## config.mk

```make
export PLATFORM = sky130hd
export DESIGN_NAME = req_packetizer
export DESIGN_NICKNAME = d
export VERILOG_FILES = /design/src/rtl/pkt_pkg.sv /design/src/rtl/pkt_len_calc.sv /design/src/rtl/pkt_ctrl.sv /design/src/rtl/req_packetizer.sv
export SDC_FILE = /design/constraint.sdc
export NUM_CORES = 1
export LEC_CHECK = 0
export ABC_CLOCK_PERIOD_IN_PS = 7800
export BUFFER_PORTS_ARGS = -buffer_cell sky130_fd_sc_hd__buf_2
export CAP_MARGIN = 20
export CORE_MARGIN = 1
export CORE_UTILIZATION = 53
export CTS_BUF_LIST = sky130_fd_sc_hd__clkbuf_8
export CTS_CLUSTER_DIAMETER = 200
export CTS_CLUSTER_SIZE = 24
export DETAILED_ROUTE_END_ITERATION = 8
export PLACE_DENSITY_LB_ADDON = 0.25
export SKIP_LAST_GASP = 1
export SYNTH_ARGS = -nofsm -noshare
export SYNTH_HDL_FRONTEND = slang
export SYNTH_HIERARCHICAL = 1
export SYNTH_SLANG_ARGS = --single-unit
```

## constraint.sdc

```tcl
create_clock -name clk_i -period 7.8 [get_ports clk_i]
set_input_delay 1.56 -clock clk_i [delete_from_list [all_inputs] [get_ports clk_i]]
set_output_delay 1.56 -clock clk_i [all_outputs]
set_load 0.05 [all_outputs]
```

## src/rtl/pkt_pkg.sv

```systemverilog
package pkt_pkg;
  typedef enum logic [1:0] {
    ST_IDLE  = 2'b00,
    ST_FAULT = 2'b01,
    ST_BUSY  = 2'b10,
    ST_PEND  = 2'b11
  } xfer_st_e;

  localparam logic [1:0] CMD_NOP   = 2'b00;
  localparam logic [1:0] CMD_ABORT = 2'b01;
  localparam logic [1:0] CMD_START = 2'b10;
  localparam logic [1:0] CMD_INIT  = 2'b11;
  localparam logic [1:0] SPD_BAD   = 2'b11;
endpackage

```

## src/rtl/pkt_len_calc.sv

```systemverilog
module pkt_len_calc #(
  parameter int CNT_W = 16,
  parameter int PL_W  = 4,
  parameter int PG_W  = 3,
  parameter int LEN_W = (1 << PL_W) + 2
) (
  input  logic [LEN_W-1:0] ofs_lo_i,
  input  logic [CNT_W-1:0] rem_i,
  input  logic [PL_W-1:0]  pl_i,
  input  logic [PG_W-1:0]  pg_i,
  input  logic             long_i,
  output logic [LEN_W-1:0] len_o,
  output logic             fault_o
);
  logic [LEN_W-1:0] pay, pg_bytes, pg_left, rem_w;
  logic             pg_en;

  always_comb begin
    pay      = LEN_W'(1) << (int'(pl_i) + 2);
    pg_en    = (pg_i != '0);
    pg_bytes = LEN_W'(1) << (int'(pg_i) + 8);
    pg_left  = pg_bytes - (ofs_lo_i & (pg_bytes - LEN_W'(1)));
    rem_w    = LEN_W'(rem_i);

    len_o = rem_w;
    if (pay < len_o) len_o = pay;
    if (pg_en && (pg_left < len_o)) len_o = pg_left;
    if (long_i) len_o = pay;

    // fixed-size blocks must fit whole pages
    fault_o = (rem_i == '0) ||
              (long_i && pg_en &&
               ((pg_bytes < pay) || ((ofs_lo_i & (pay - LEN_W'(1))) != '0)));
  end
endmodule

```

## src/rtl/pkt_ctrl.sv

```systemverilog
module pkt_ctrl
  import pkt_pkg::*;
#(
  parameter int OFS_W = 48,
  parameter int CNT_W = 16,
  parameter int PL_W  = 4,
  parameter int PG_W  = 3,
  parameter int LEN_W = (1 << PL_W) + 2
) (
  input  logic             clk_i,
  input  logic             rst_ni,
  input  logic             cmd_we_i,
  input  logic [1:0]       cmd_i,
  input  logic             clear_i,
  input  logic [1:0]       spd_i,
  input  logic [PL_W-1:0]  pl_i,
  input  logic [PG_W-1:0]  pg_i,
  input  logic             long_i,
  input  logic [CNT_W-1:0] cnt_i,
  input  logic [OFS_W-1:0] ofs_i,
  input  logic             ready_i,
  input  logic [LEN_W-1:0] len_i,
  input  logic             fault_i,
  output logic [1:0]       st_o,
  output logic             clear_o,
  output logic             valid_o,
  output logic [OFS_W-1:0] ofs_o,
  output logic [CNT_W-1:0] rem_o,
  output logic [1:0]       spd_o,
  output logic [PL_W-1:0]  pl_o,
  output logic [PG_W-1:0]  pg_o,
  output logic             long_o
);
  xfer_st_e         st_q;
  logic [OFS_W-1:0] ofs_q;
  logic [CNT_W-1:0] rem_q, dec;
  logic             clr_q, long_q, abort_cmd, go_cmd;
  logic [1:0]       spd_q;
  logic [PL_W-1:0]  pl_q;
  logic [PG_W-1:0]  pg_q;

  assign abort_cmd = cmd_we_i && (cmd_i == CMD_ABORT);
  assign go_cmd    = cmd_we_i && cmd_i[1] && (spd_i != SPD_BAD);
  assign dec       = long_q ? CNT_W'(1) : len_i[CNT_W-1:0];

  always_ff @(posedge clk_i or negedge rst_ni) begin
    if (!rst_ni) begin
      st_q   <= ST_IDLE;
      ofs_q  <= '0;
      rem_q  <= '0;
      clr_q  <= 1'b0;
      spd_q  <= '0;
      pl_q   <= '0;
      pg_q   <= '0;
      long_q <= 1'b0;
    end else if (abort_cmd) begin
      st_q <= ST_IDLE;
    end else if (clr_q) begin
      ofs_q <= '0;
      rem_q <= '0;
      clr_q <= 1'b0;
      st_q  <= ST_IDLE;
    end else begin
      unique case (st_q)
        ST_IDLE, ST_FAULT: begin
          if (clear_i) begin
            clr_q <= 1'b1;
          end else if (go_cmd) begin
            st_q   <= ST_PEND;
            spd_q  <= spd_i;
            pl_q   <= pl_i;
            pg_q   <= pg_i;
            long_q <= long_i;
            if (cmd_i == CMD_INIT) begin
              ofs_q <= ofs_i;
              rem_q <= cnt_i;
            end
          end
        end
        ST_PEND: st_q <= fault_i ? ST_FAULT : ST_BUSY;
        ST_BUSY: begin
          if (ready_i) begin
            ofs_q <= ofs_q + OFS_W'(len_i);
            rem_q <= rem_q - dec;
            if (rem_q == dec) st_q <= ST_IDLE;
          end
        end
        default: st_q <= ST_IDLE;
      endcase
    end
  end

  assign st_o    = st_q;
  assign clear_o = clr_q;
  assign valid_o = (st_q == ST_BUSY);
  assign ofs_o   = ofs_q;
  assign rem_o   = rem_q;
  assign spd_o   = spd_q;
  assign pl_o    = pl_q;
  assign pg_o    = pg_q;
  assign long_o  = long_q;

  logic [LEN_W-1:0] pg_sz_chk;
  logic [LEN_W:0]   pg_end_chk;
  assign pg_sz_chk  = LEN_W'(1) << (int'(pg_q) + 8);
  assign pg_end_chk = {1'b0, ofs_q[LEN_W-1:0] & (pg_sz_chk - LEN_W'(1))} + {1'b0, len_i};

  assert_pend_once_R2: assert property (@(posedge clk_i) disable iff (!rst_ni)
    (st_q == ST_PEND) && !abort_cmd |=> (st_q == ST_BUSY) || (st_q == ST_FAULT));
  assert_len_bound_R3: assert property (@(posedge clk_i) disable iff (!rst_ni)
    valid_o |-> (len_i != '0) && (long_q || (len_i <= LEN_W'(rem_q))));
  assert_no_cross_R4: assert property (@(posedge clk_i) disable iff (!rst_ni)
    valid_o && (pg_q != '0) |-> pg_end_chk <= {1'b0, pg_sz_chk});
  assert_stall_hold_R5: assert property (@(posedge clk_i) disable iff (!rst_ni)
    valid_o && !ready_i && !abort_cmd |=> valid_o && $stable(ofs_q) && $stable(rem_q));
  assert_last_idle_R6: assert property (@(posedge clk_i) disable iff (!rst_ni)
    valid_o && ready_i && !abort_cmd && (rem_q == dec) |=> st_q == ST_IDLE);
  assert_abort_idle_R9: assert property (@(posedge clk_i) disable iff (!rst_ni)
    abort_cmd |=> (st_q == ST_IDLE) && !valid_o);
  assert_bad_speed_R10: assert property (@(posedge clk_i) disable iff (!rst_ni)
    (st_q == ST_IDLE) && cmd_we_i && cmd_i[1] && (spd_i == SPD_BAD) && !clr_q |=> st_q == ST_IDLE);
  assert_clear_pulse_R11: assert property (@(posedge clk_i) disable iff (!rst_ni)
    clr_q |=> !clr_q);
  assert_clear_busy_R11: assert property (@(posedge clk_i) disable iff (!rst_ni)
    (st_q == ST_BUSY) && clear_i |=> !clr_q);
endmodule

```

## src/rtl/req_packetizer.sv

```systemverilog
module req_packetizer #(
  parameter int OFS_W = 48,
  parameter int HI_W  = 16,
  parameter int CNT_W = 16,
  parameter int PL_W  = 4,
  parameter int PG_W  = 3
) (
  input  logic                        clk_i,
  input  logic                        rst_ni,
  input  logic                        cmd_we_i,
  input  logic [1:0]                  cmd_i,
  input  logic                        clear_i,
  input  logic [1:0]                  speed_i,
  input  logic [PL_W-1:0]             max_pl_i,
  input  logic [PG_W-1:0]             page_sz_i,
  input  logic                        long_blk_i,
  input  logic [CNT_W-1:0]            blk_field_i,
  input  logic [HI_W-1:0]             dst_ofs_hi_i,
  input  logic [OFS_W-HI_W-1:0]       dst_ofs_lo_i,
  input  logic                        dst_id_we_i,
  input  logic                        bus_reset_i,
  output logic [1:0]                  status_o,
  output logic                        clear_o,
  output logic                        nodeid_vld_o,
  output logic [CNT_W-1:0]            blk_cnt_o,
  output logic                        req_valid_o,
  input  logic                        req_ready_i,
  output logic [OFS_W-1:0]            req_offset_o,
  output logic [(1 << PL_W)+1:0]      req_len_o,
  output logic [1:0]                  req_speed_o
);
  localparam int LEN_W = (1 << PL_W) + 2;

  logic [OFS_W-1:0] ofs_cur;
  logic [CNT_W-1:0] rem_cur;
  logic [LEN_W-1:0] len;
  logic             fault, long_cur;
  logic [PL_W-1:0]  pl_cur;
  logic [PG_W-1:0]  pg_cur;
  logic             nodeid_q;

  pkt_len_calc #(.CNT_W(CNT_W), .PL_W(PL_W), .PG_W(PG_W), .LEN_W(LEN_W)) u_len (
    .ofs_lo_i (ofs_cur[LEN_W-1:0]),
    .rem_i    (rem_cur),
    .pl_i     (pl_cur),
    .pg_i     (pg_cur),
    .long_i   (long_cur),
    .len_o    (len),
    .fault_o  (fault)
  );

  pkt_ctrl #(.OFS_W(OFS_W), .CNT_W(CNT_W), .PL_W(PL_W), .PG_W(PG_W), .LEN_W(LEN_W)) u_ctrl (
    .clk_i    (clk_i),
    .rst_ni   (rst_ni),
    .cmd_we_i (cmd_we_i),
    .cmd_i    (cmd_i),
    .clear_i  (clear_i),
    .spd_i    (speed_i),
    .pl_i     (max_pl_i),
    .pg_i     (page_sz_i),
    .long_i   (long_blk_i),
    .cnt_i    (blk_field_i),
    .ofs_i    ({dst_ofs_hi_i, dst_ofs_lo_i}),
    .ready_i  (req_ready_i),
    .len_i    (len),
    .fault_i  (fault),
    .st_o     (status_o),
    .clear_o  (clear_o),
    .valid_o  (req_valid_o),
    .ofs_o    (ofs_cur),
    .rem_o    (rem_cur),
    .spd_o    (req_speed_o),
    .pl_o     (pl_cur),
    .pg_o     (pg_cur),
    .long_o   (long_cur)
  );

  always_ff @(posedge clk_i or negedge rst_ni) begin
    if (!rst_ni)          nodeid_q <= 1'b0;
    else if (bus_reset_i) nodeid_q <= 1'b0;
    else if (dst_id_we_i) nodeid_q <= 1'b1;
  end

  assign nodeid_vld_o = nodeid_q;
  assign blk_cnt_o    = rem_cur;
  assign req_offset_o = ofs_cur;
  assign req_len_o    = len;

  assert_nodeid_clr_R12: assert property (@(posedge clk_i) disable iff (!rst_ni)
    bus_reset_i |=> !nodeid_vld_o);
  assert_nodeid_set_R12: assert property (@(posedge clk_i) disable iff (!rst_ni)
    dst_id_we_i && !bus_reset_i |=> nodeid_vld_o);
endmodule

```

==> reports/metrics.yaml, run 1 <==
logic_synthesis:
  netlist_instances: 1109
  synth.yosys.seq_area_share_pct: 22.3
  syn-cell-area_um2: 8750
  synth_ff_type: "dfrtp_1"
  synth_edf_count: 0
  yosysTopAreaCell: "dfrtp_1"
  ys_seq_elements: 78
  netlist.area_leader.share_pct: 22.3
  ys_types: 108
  synth_area_leaders: "dfrtp_1, ha_1, nand2_1"
  ys_async_sr_fraction_pct: 100
  avgSynthCellArea_um2: 7.89
  yosys_warnings: 6
global_routing:
  grt_max_degree: 79
  grt_pass1_wl_um: 47900
  grtUsageTotal_pct: 37.1
  grt_pass1_vias: 8738
  gr-total-overflow: 0
  antenna_found_initial: 0
placement:
  placed_area_um2: 10100
  hpwl_um: 23900
  placed_cells_incl_taps: 1491
  gp_congestion: 0.965
  numPortBuffers: 171
routing:
  wl_um: 31700
  wl_per_cell_um: 20.9
  drc: 0
  viasPerCell: 6.46
  ant_nets: 0
  dr.pass1.iters: 5
  num_vias: 9785
  drt-initial-drc-count: 856
sta:
  holdWs_ps: 505
  hold_viol: 0
  report.final.slew_viol_count: 0
  fin_crit_ps: 7490
  fmax_ghz: 0.134
  slew_headroom_pct: 32.4
  final.setup.tns_ps: 0
  setup_viol_count_final: 0
  min_period_over_period_pct: 96.0
  finClkSkew_ps: 9.66
  worstMarginPinSlew_ps: 1010
cells_and_area:
  layout-drive-gt1-share_pct: 25.8
  area_delta_synth_final_pct: 19.3
  finalNonFillerCells: 1515
  finalNetCount: 1458
  final_cell_area_um2: 10400
  fillCellCount: 1456
  diodes: 0
clocking:
  insertion_delay_ps: 380
  cts.sinks: 78
  numCtsBuffers: 9
  cts_tree: "done"
  cts.clk_slew.worst_paths_ps: 90
  cts_root_buf: "clkbuf_8"
  cts_buffer_depth: 2
  h-tree-depth: 3
worst_setup_path:
  start_kind: "register"
  end_kind: "register"
  crit_type: "register to register"
  critPathMaxStageDelay_ps: 590
  path_max_fanout: 12
  arrival_ps: 7810
  cp_data_required_time_ps: 8120
  critPathSlowestCell: "or4_4"
min_path:
  hp-class: "register to register"
die:
  row_count: 46
  num_io_pins: 172
  dieArea_um2: 17000
  die_x_um: 131
  start_util_pct: 54.7
  fp.dieH_um: 131
  core_um2: 16000
flow_run:
  max_cap_violations: 0
outcome:
  status: "complete, no violations"
## sequential cells by signal, summed over array words and instances, names as in the netlist
signal / count
u_ctrl/rem_o: 16
u_ctrl/long_o: 1
u_ctrl/spd_o: 2
u_ctrl/st_o: 2
u_ctrl/ofs_o: 48
nodeid_vld_o: 1
u_ctrl/pl_o: 4
u_ctrl/clear_o: 1
u_ctrl/pg_o: 3
## area by class of cell
cell class              instances  area (µm²)  share of cell area, %
clock buffers                  11         151                   1.45
clock inverters                 5        57.6                  0.551
inverters                      55         208                   1.99
multi-input cells             925        6520                   62.4
flip-flops and latches         78        1950                   18.7
well taps                     216         270                   2.59
repair buffers                225        1280                   12.3
## layout by cell type (no fill, tap or decap), types with 23 or more instances in the layout
| cell | netlist | layout |
|---|---|---|
| nand2_1 | 125 | 124 |
| o21ai_0 | 66 | 65 |
| buf_4 | 2 | 54 |
| nand2b_1 | 35 | 35 |
| nor3_1 | 29 | 27 |
| nand3_1 | 37 | 37 |
| buf_2 | 7 | 170 |
| nor2_1 | 87 | 85 |
| a21oi_1 | 77 | 75 |
| a21o_1 | 23 | 23 |
| dfrtp_1 | 78 | 78 |
| ha_1 | 79 | 78 |
| inv_1 | 53 | 54 |
| xnor2_1 | 23 | 23 |
## path summary, 6_finish.rpt
check	start	endpoint	slack [ps]	cells past startpoint
worst max-delay path	u_ctrl/pl_o[2]	u_ctrl/ofs_o[42]	310	30
worst min-delay path	nodeid_vld_o	nodeid_vld_o	500	1
worst max register to register	u_ctrl/pl_o[2]	u_ctrl/ofs_o[42]	310	30
worst min register to register	nodeid_vld_o	nodeid_vld_o	500	1
max in group asynchronous	rst_ni	u_ctrl/ofs_o[8]	6150	2
min in group asynchronous	rst_ni	u_ctrl/ofs_o[0]	1030	1
## critical path, delay by kind of cell (launching register included)
family / cells / cell delay, ps
AND/OR/NAND/NOR: 11 / 2740
AO/OA/AOI/OAI: 10 / 2150
adder cells (fa/ha/maj): 4 / 1400
buffers and inverters: 4 / 610
flip-flops: 1 / 390
multiplexers: 1 / 130
## stage by stage
stage / setup slack (ps) / util [%]
2_1_floorplan: 130 / -
3_3_place_gp: 266 / 62.9
3_5_place_dp: 123 / 62.9
4_1_cts: 61.9 / 64.2
5_1_grt: -5.22 / 65.3
6_report: 312 / 65.3
## layer usage
layer  up-vias  track usage (%)  part of all wire, %
met2       521             57.1                   45
met4         0             16.4                  3.5
met3        66             5.29                  8.5
li1       4488                -                    -
met5         -                0                    0
met1      4710             51.6                   44
## synth_stat cells (15+ instances only)
cell type and count:
a21o_1 23, a21oi_1 77, clkbuf_1 36, dfrtp_1 78, ha_1 79, inv_1 53, nand2_1 125, nand2b_1 35
nand3_1 37, nand4_1 17, nor2_1 87, nor3_1 29, o21ai_0 66, xnor2_1 23, xor2_1 15
## cell families (layout without fill, tap and decap cells)
kind of cell,count (synthesis),in the layout,share of synthesized area (%)
XOR/XNOR,38,38,3.80
AO/OA/AOI/OAI,345,345,28.5
other,1,2,0.0428
flip-flops,78,78,22.3
buffers and inverters,107,296,5.06
adder cells (fa/ha/maj),81,81,11.7
AND/OR/NAND/NOR,435,435,25.6
multiplexers,24,24,2.93
## repair_timing
item                                    4_1_cts  5_1_grt
setup buffers                                 0        6
endpoints found under the hold margin         0        0
gates resized for setup                       0       19
endpoints found under the setup margin        0       56
hold buffers                                  0        0
Power of run 1 is not shown: default switching activity piles up to over one toggle a cycle in this logic, so the estimate is an artifact.
==> run 2, diff against run 1 <==
CORE_MARGIN = 5   (was 1)
HOLD_SLACK_MARGIN = 0.15   (was unset)
==> run 2 against run 1 <==
Against the previous run:
- cell count grew 0.73%
- via count shrank 0.18%
- worst hold slack lost 5.4 ps
- sequential share of layout area is essentially flat
- critical endpoint is now u_ctrl/ofs_o[44]
==> reports/metrics.yaml, run 2 (synthesis gave the netlist of run 1 again) <==
sta:
  fmax_ghz: 0.133
  setup_viol_count_final: 0
  hold_viol: 0
  finClkSkew_ps: 21.5
  final.setup.tns_ps: 0
  report.final.slew_viol_count: 0
  rsz0062_at_grt: "false"
  fin_crit_ps: 7520
  min_period_over_period_pct: 96.4
  slew_headroom_pct: 33.3
  worstMarginPinSlew_ps: 996
routing:
  num_vias: 9767
  wl_um: 32500
  dr.pass1.iters: 5
  drc: 0
  viasPerCell: 6.40
  drt-initial-drc-count: 963
  ant_nets: 0
  wl_per_cell_um: 21.3
clocking:
  cts.clk_slew.worst_paths_ps: 100
  cts_hold_buf: 0
  cts_root_buf: "clkbuf_8"
  insertion_delay_ps: 390
  h-tree-depth: 3
  cts_buffer_depth: 2
  cts.sinks: 78
  cts_tree: "done"
  numCtsBuffers: 9
global_routing:
  grt_util_met3_pct: 5.42
  gr-usage-met1_pct: 45.7
  grtUsageTotal_pct: 32.1
  antenna_found_initial: 1
  grt_pass1_vias: 9045
  use_met2_pct: 49.5
  gr-total-overflow: 0
  grt_pass1_wl_um: 49900
  busiest_layer: "met2"
  grt_max_degree: 63
cells_and_area:
  layout-drive-gt1-share_pct: 26.1
  postLayoutCoreUtil_pct: 63.7
  diodes: 0
  finalNetCount: 1465
  area_delta_synth_final_pct: 19.4
  largest_register_ffs: 48
  layout_common_cells: "buf_2, nand2_1, nor2_1"
  final_cell_area_um2: 10500
  layout.cells.most_common: "buf_2"
placement:
  gp_congestion: 0.980
  hpwl_um: 24900
  placed_area_um2: 10100
  numPortBuffers: 171
worst_setup_path:
  critPathMaxStageDelay_ps: 390
  crit_type: "register to register"
  arrival_ps: 7770
  critPathSlowestCell: "dfrtp_1"
  start_kind: "register"
  end_kind: "register"
  cp_data_required_time_ps: 8060
  path_max_fanout: 9
  r2r-start: "u_ctrl/pl_o[1]"
  cp-startpoint: "u_ctrl/pl_o[1]"
min_path:
  min-delay-start: "nodeid_vld_o"
  hp-class: "register to register"
die:
  die_x_um: 139
  num_io_pins: 172
  row_count: 47
  fp.dieH_um: 139
  start_util_pct: 53.4
  core_um2: 16400
  dieArea_um2: 19200
flow_run:
  max_cap_violations: 0
outcome:
  status: "complete, no violations"
## run 2: cell types whose count changed in the layout (fill, tap and decap cells not counted), sizes merged
| cell | before | now |
|---|---|---|
| clkinvlp | 2 | 3 |
| clkbuf | 11 | 9 |
| buf | 225 | 232 |
| inv | 56 | 57 |
## run 2: repair_timing
action | CTS | global route
gates resized for setup | 0 | 16
buffers inserted | 0 | 9
setup endpoints to repair | 0 | 40
## run 2: layout make-up
class	instances	area (µm²)
Fill cell	1475	5950
Inverter	55	208
Clock buffer	9	124
Clock inverter	7	78.8
Sequential cell	78	1950
Multi-Input combinational cell	925	6480
Timing Repair Buffer	232	1330
Tap cell	220	275
## run 2: final timing paths
check,to,slack (ps),cells past startpoint
worst min-delay path,nodeid_vld_o,500,1
worst max-delay path,u_ctrl/ofs_o[44],280,33
min in group asynchronous,u_ctrl/rem_o[1],1030,1
worst min register to register,nodeid_vld_o,500,1
max in group asynchronous,u_ctrl/pg_o[0],5640,2
worst max register to register,u_ctrl/ofs_o[44],280,33
## run 2: layer usage
metal	routed length (µm)	part of all wire (%)	vias up
met4	1080	3.3	2
met5	13	0.040	-
met3	2900	8.9	76
met2	14400	44	509
met1	14100	43	4660
li1	-	-	4520
## run 2: stage by stage
| stage | setup WS, ps | hold slack (ps) | instances |
|---|---|---|---|
| finish | 284 | 499 | 1526 |
| global route | 3.38 | 524 | 1526 |
| CTS | 30.3 | 507 | 1516 |
| detailed placement | 76.9 | 484 | 1500 |
| global placement | 176 | 467 | 1500 |
| floorplan | 130 | 481 | 1110 |
## run 2: critical path: cells and delay by family (launching register included)
kind	cells	cell delay, ps
compound gates	14	3030
fa+ha+maj	5	1330
buf+inv	4	400
flops	1	390
mux	1	260
simple gates	9	2010
Power of run 2 is left out for the same reason.
==> run 3, diff against run 2 <==
ABC_CLOCK_PERIOD_IN_PS = 9600   (was 7800)
CORE_UTILIZATION = 63   (was 53)
PLACE_DENSITY_LB_ADDON = 0.05   (was 0.25)
clock period = 9.6 ns   (was 7.8 ns; I/O delays follow)
==> run 3 against run 2 <==
Against the previous run:
- sequential share of layout area increased by 1.1 points
- cell count decreased by 6.1%
- routed wire length decreased by 4.6%
- first-iteration DRC count increased by 12%
- non-clock buffer count decreased by 53
- critical path depth decreased by 11
- worst hold slack got worse by 7.0 ps
- register-to-register slack improved by 440 ps
- die area decreased by 15%
- critical path type is now register to output port
- largest cell class unchanged
==> reports/metrics.yaml, run 3 (synthesis gave the netlist of run 1 again) <==
worst_setup_path:
  crit_end: "req_len_o[11]"
  cp_data_required_time_ps: 7680
  path_max_fanout: 22
  start_kind: "register"
  rr_worst_depth: 29
  path_depth: 22
  end_kind: "output port"
  cp-startpoint: "u_ctrl/pl_o[1]"
  worst_r2r_endpoint: "u_ctrl/ofs_o[42]"
  arrival_ps: 7040
  critPathSlowestCell: "a221oi_1"
  critPathMaxStageDelay_ps: 890
  path_delay_family: "compound AO/OA/AOI/OAI gates"
  crit_path_cell_trace: "buf_4 > ha_1 > or2_4 > a21boi_4 > nand2b_1 > nor2_1 > ha_1 > nand4_1 > a311oi_2 > a211oi_1 > o211ai_2 > nor2_1 > a21oi_1 > ha_1 > a2111oi_0 > nand2_1 > o211ai_1 > o211a_2 > and2b_1 > o21ai_2 > a221oi_1 > buf_2"
  r2r_setup_slack_ps: 720
  crit_buf_inv: 2
  crit_type: "register to output port"
  r2r-start: "u_ctrl/pl_o[1]"
  crit_path_frequent_cell: "ha_1"
clocking:
  insertion_delay_ps: 390
  cts.sinks: 78
  cts.clk_slew.worst_paths_ps: 90
  cts_hold_buf: 0
  h-tree-depth: 3
  numCtsBuffers: 9
  cts_tree: "done"
  cts_root_buf: "clkbuf_8"
  cts_buffer_depth: 2
  cts_resized: 0
  post_cts_buffers: 0
placement:
  placed_cells_incl_taps: 1417
  gp_congestion: 1.02
  hpwl_um: 23700
  numPortBuffers: 171
sta:
  finClkSkew_ps: 13.9
  rsz0062_at_grt: "false"
  final.setup.tns_ps: 0
  holdWs_ps: 492
  hold_viol: 0
  worstMarginPinSlew_ps: 1020
  setup_viol_count_final: 0
  fin_crit_ps: 8960
  min_period_over_period_pct: 93.4
  fmax_ghz: 0.112
  report.final.slew_viol_count: 0
  slew_headroom_pct: 31.7
routing:
  num_vias: 9657
  drc: 0
  wl_met3_um: 3030
  wl_um: 31000
  dr.pass1.iters: 6
  drt-initial-drc-count: 1083
  met1_length_um: 12500
  wl_per_cell_um: 21.6
  ant_nets: 0
  top_layer: "met4"
  viasPerCell: 6.74
  wl_met2_um: 14100
global_routing:
  grtUsageTotal_pct: 37.1
  grt_max_degree: 60
  grt_pass1_vias: 8821
  antenna_found_initial: 0
  grt_pass1_wl_um: 47900
  gr-total-overflow: 0
flow_run:
  max_cap_violations: 0
die:
  num_io_pins: 172
  start_util_pct: 63.6
  row_count: 43
  dieArea_um2: 16400
  die_x_um: 128
  fp.dieH_um: 128
  core_um2: 13800
cells_and_area:
  area_delta_synth_final_pct: 12.9
  largest_register_ffs: 48
  layout.cells.most_common: "buf_2"
  finalNetCount: 1412
  diodes: 0
  finalNonFillerCells: 1433
  layout_common_cells: "buf_2, nand2_1, nor2_1"
  layout-drive-gt1-share_pct: 21.5
outcome:
  status: "complete, no violations"
min_path:
  min-delay-start: "nodeid_vld_o"
  hp-class: "register to register"
run 3: cell count changes in the layout (fill, tap and decap cells not counted), sizes merged:
cell and change:
clkinvlp +1, inv -1, buf -53
run 3: stage by stage:
step	instance area, µm²	setup WS [ps]	util, %
floorplan	8760	1150	-
global placement	9680	1140	70.3
detailed placement	9680	814	70.3
CTS	9880	789	71.7
global route	9890	49.6	71.8
finish	9890	637	71.8
run 3: worst min path at each step:
stage,cells past startpoint,slack (ps),end
floorplan,1,480,u_ctrl/pg_o[1]
global placement,1,460,nodeid_vld_o
detailed placement,1,470,nodeid_vld_o
CTS,1,490,nodeid_vld_o
global route,1,550,nodeid_vld_o
finish,1,490,nodeid_vld_o
run 3: layout make-up:
type | instances | area [µm²]
Clock inverter | 7 | 80.1
Tap cell | 180 | 225
Multi-Input combinational cell | 925 | 6380
Timing Repair Buffer | 179 | 918
Sequential cell | 78 | 1950
Clock buffer | 9 | 124
Inverter | 55 | 208
Fill cell | 1212 | 3880
run 3: metal layers:
layer  vias to the layer above  global-route usage [%]
li1                       4414                       -
met1                      4526                    49.6
met2                       624                    59.4
met3                        93                    6.17
met4                         0                    15.9
met5                         -                       0
Power of run 3 is left out for the same reason.
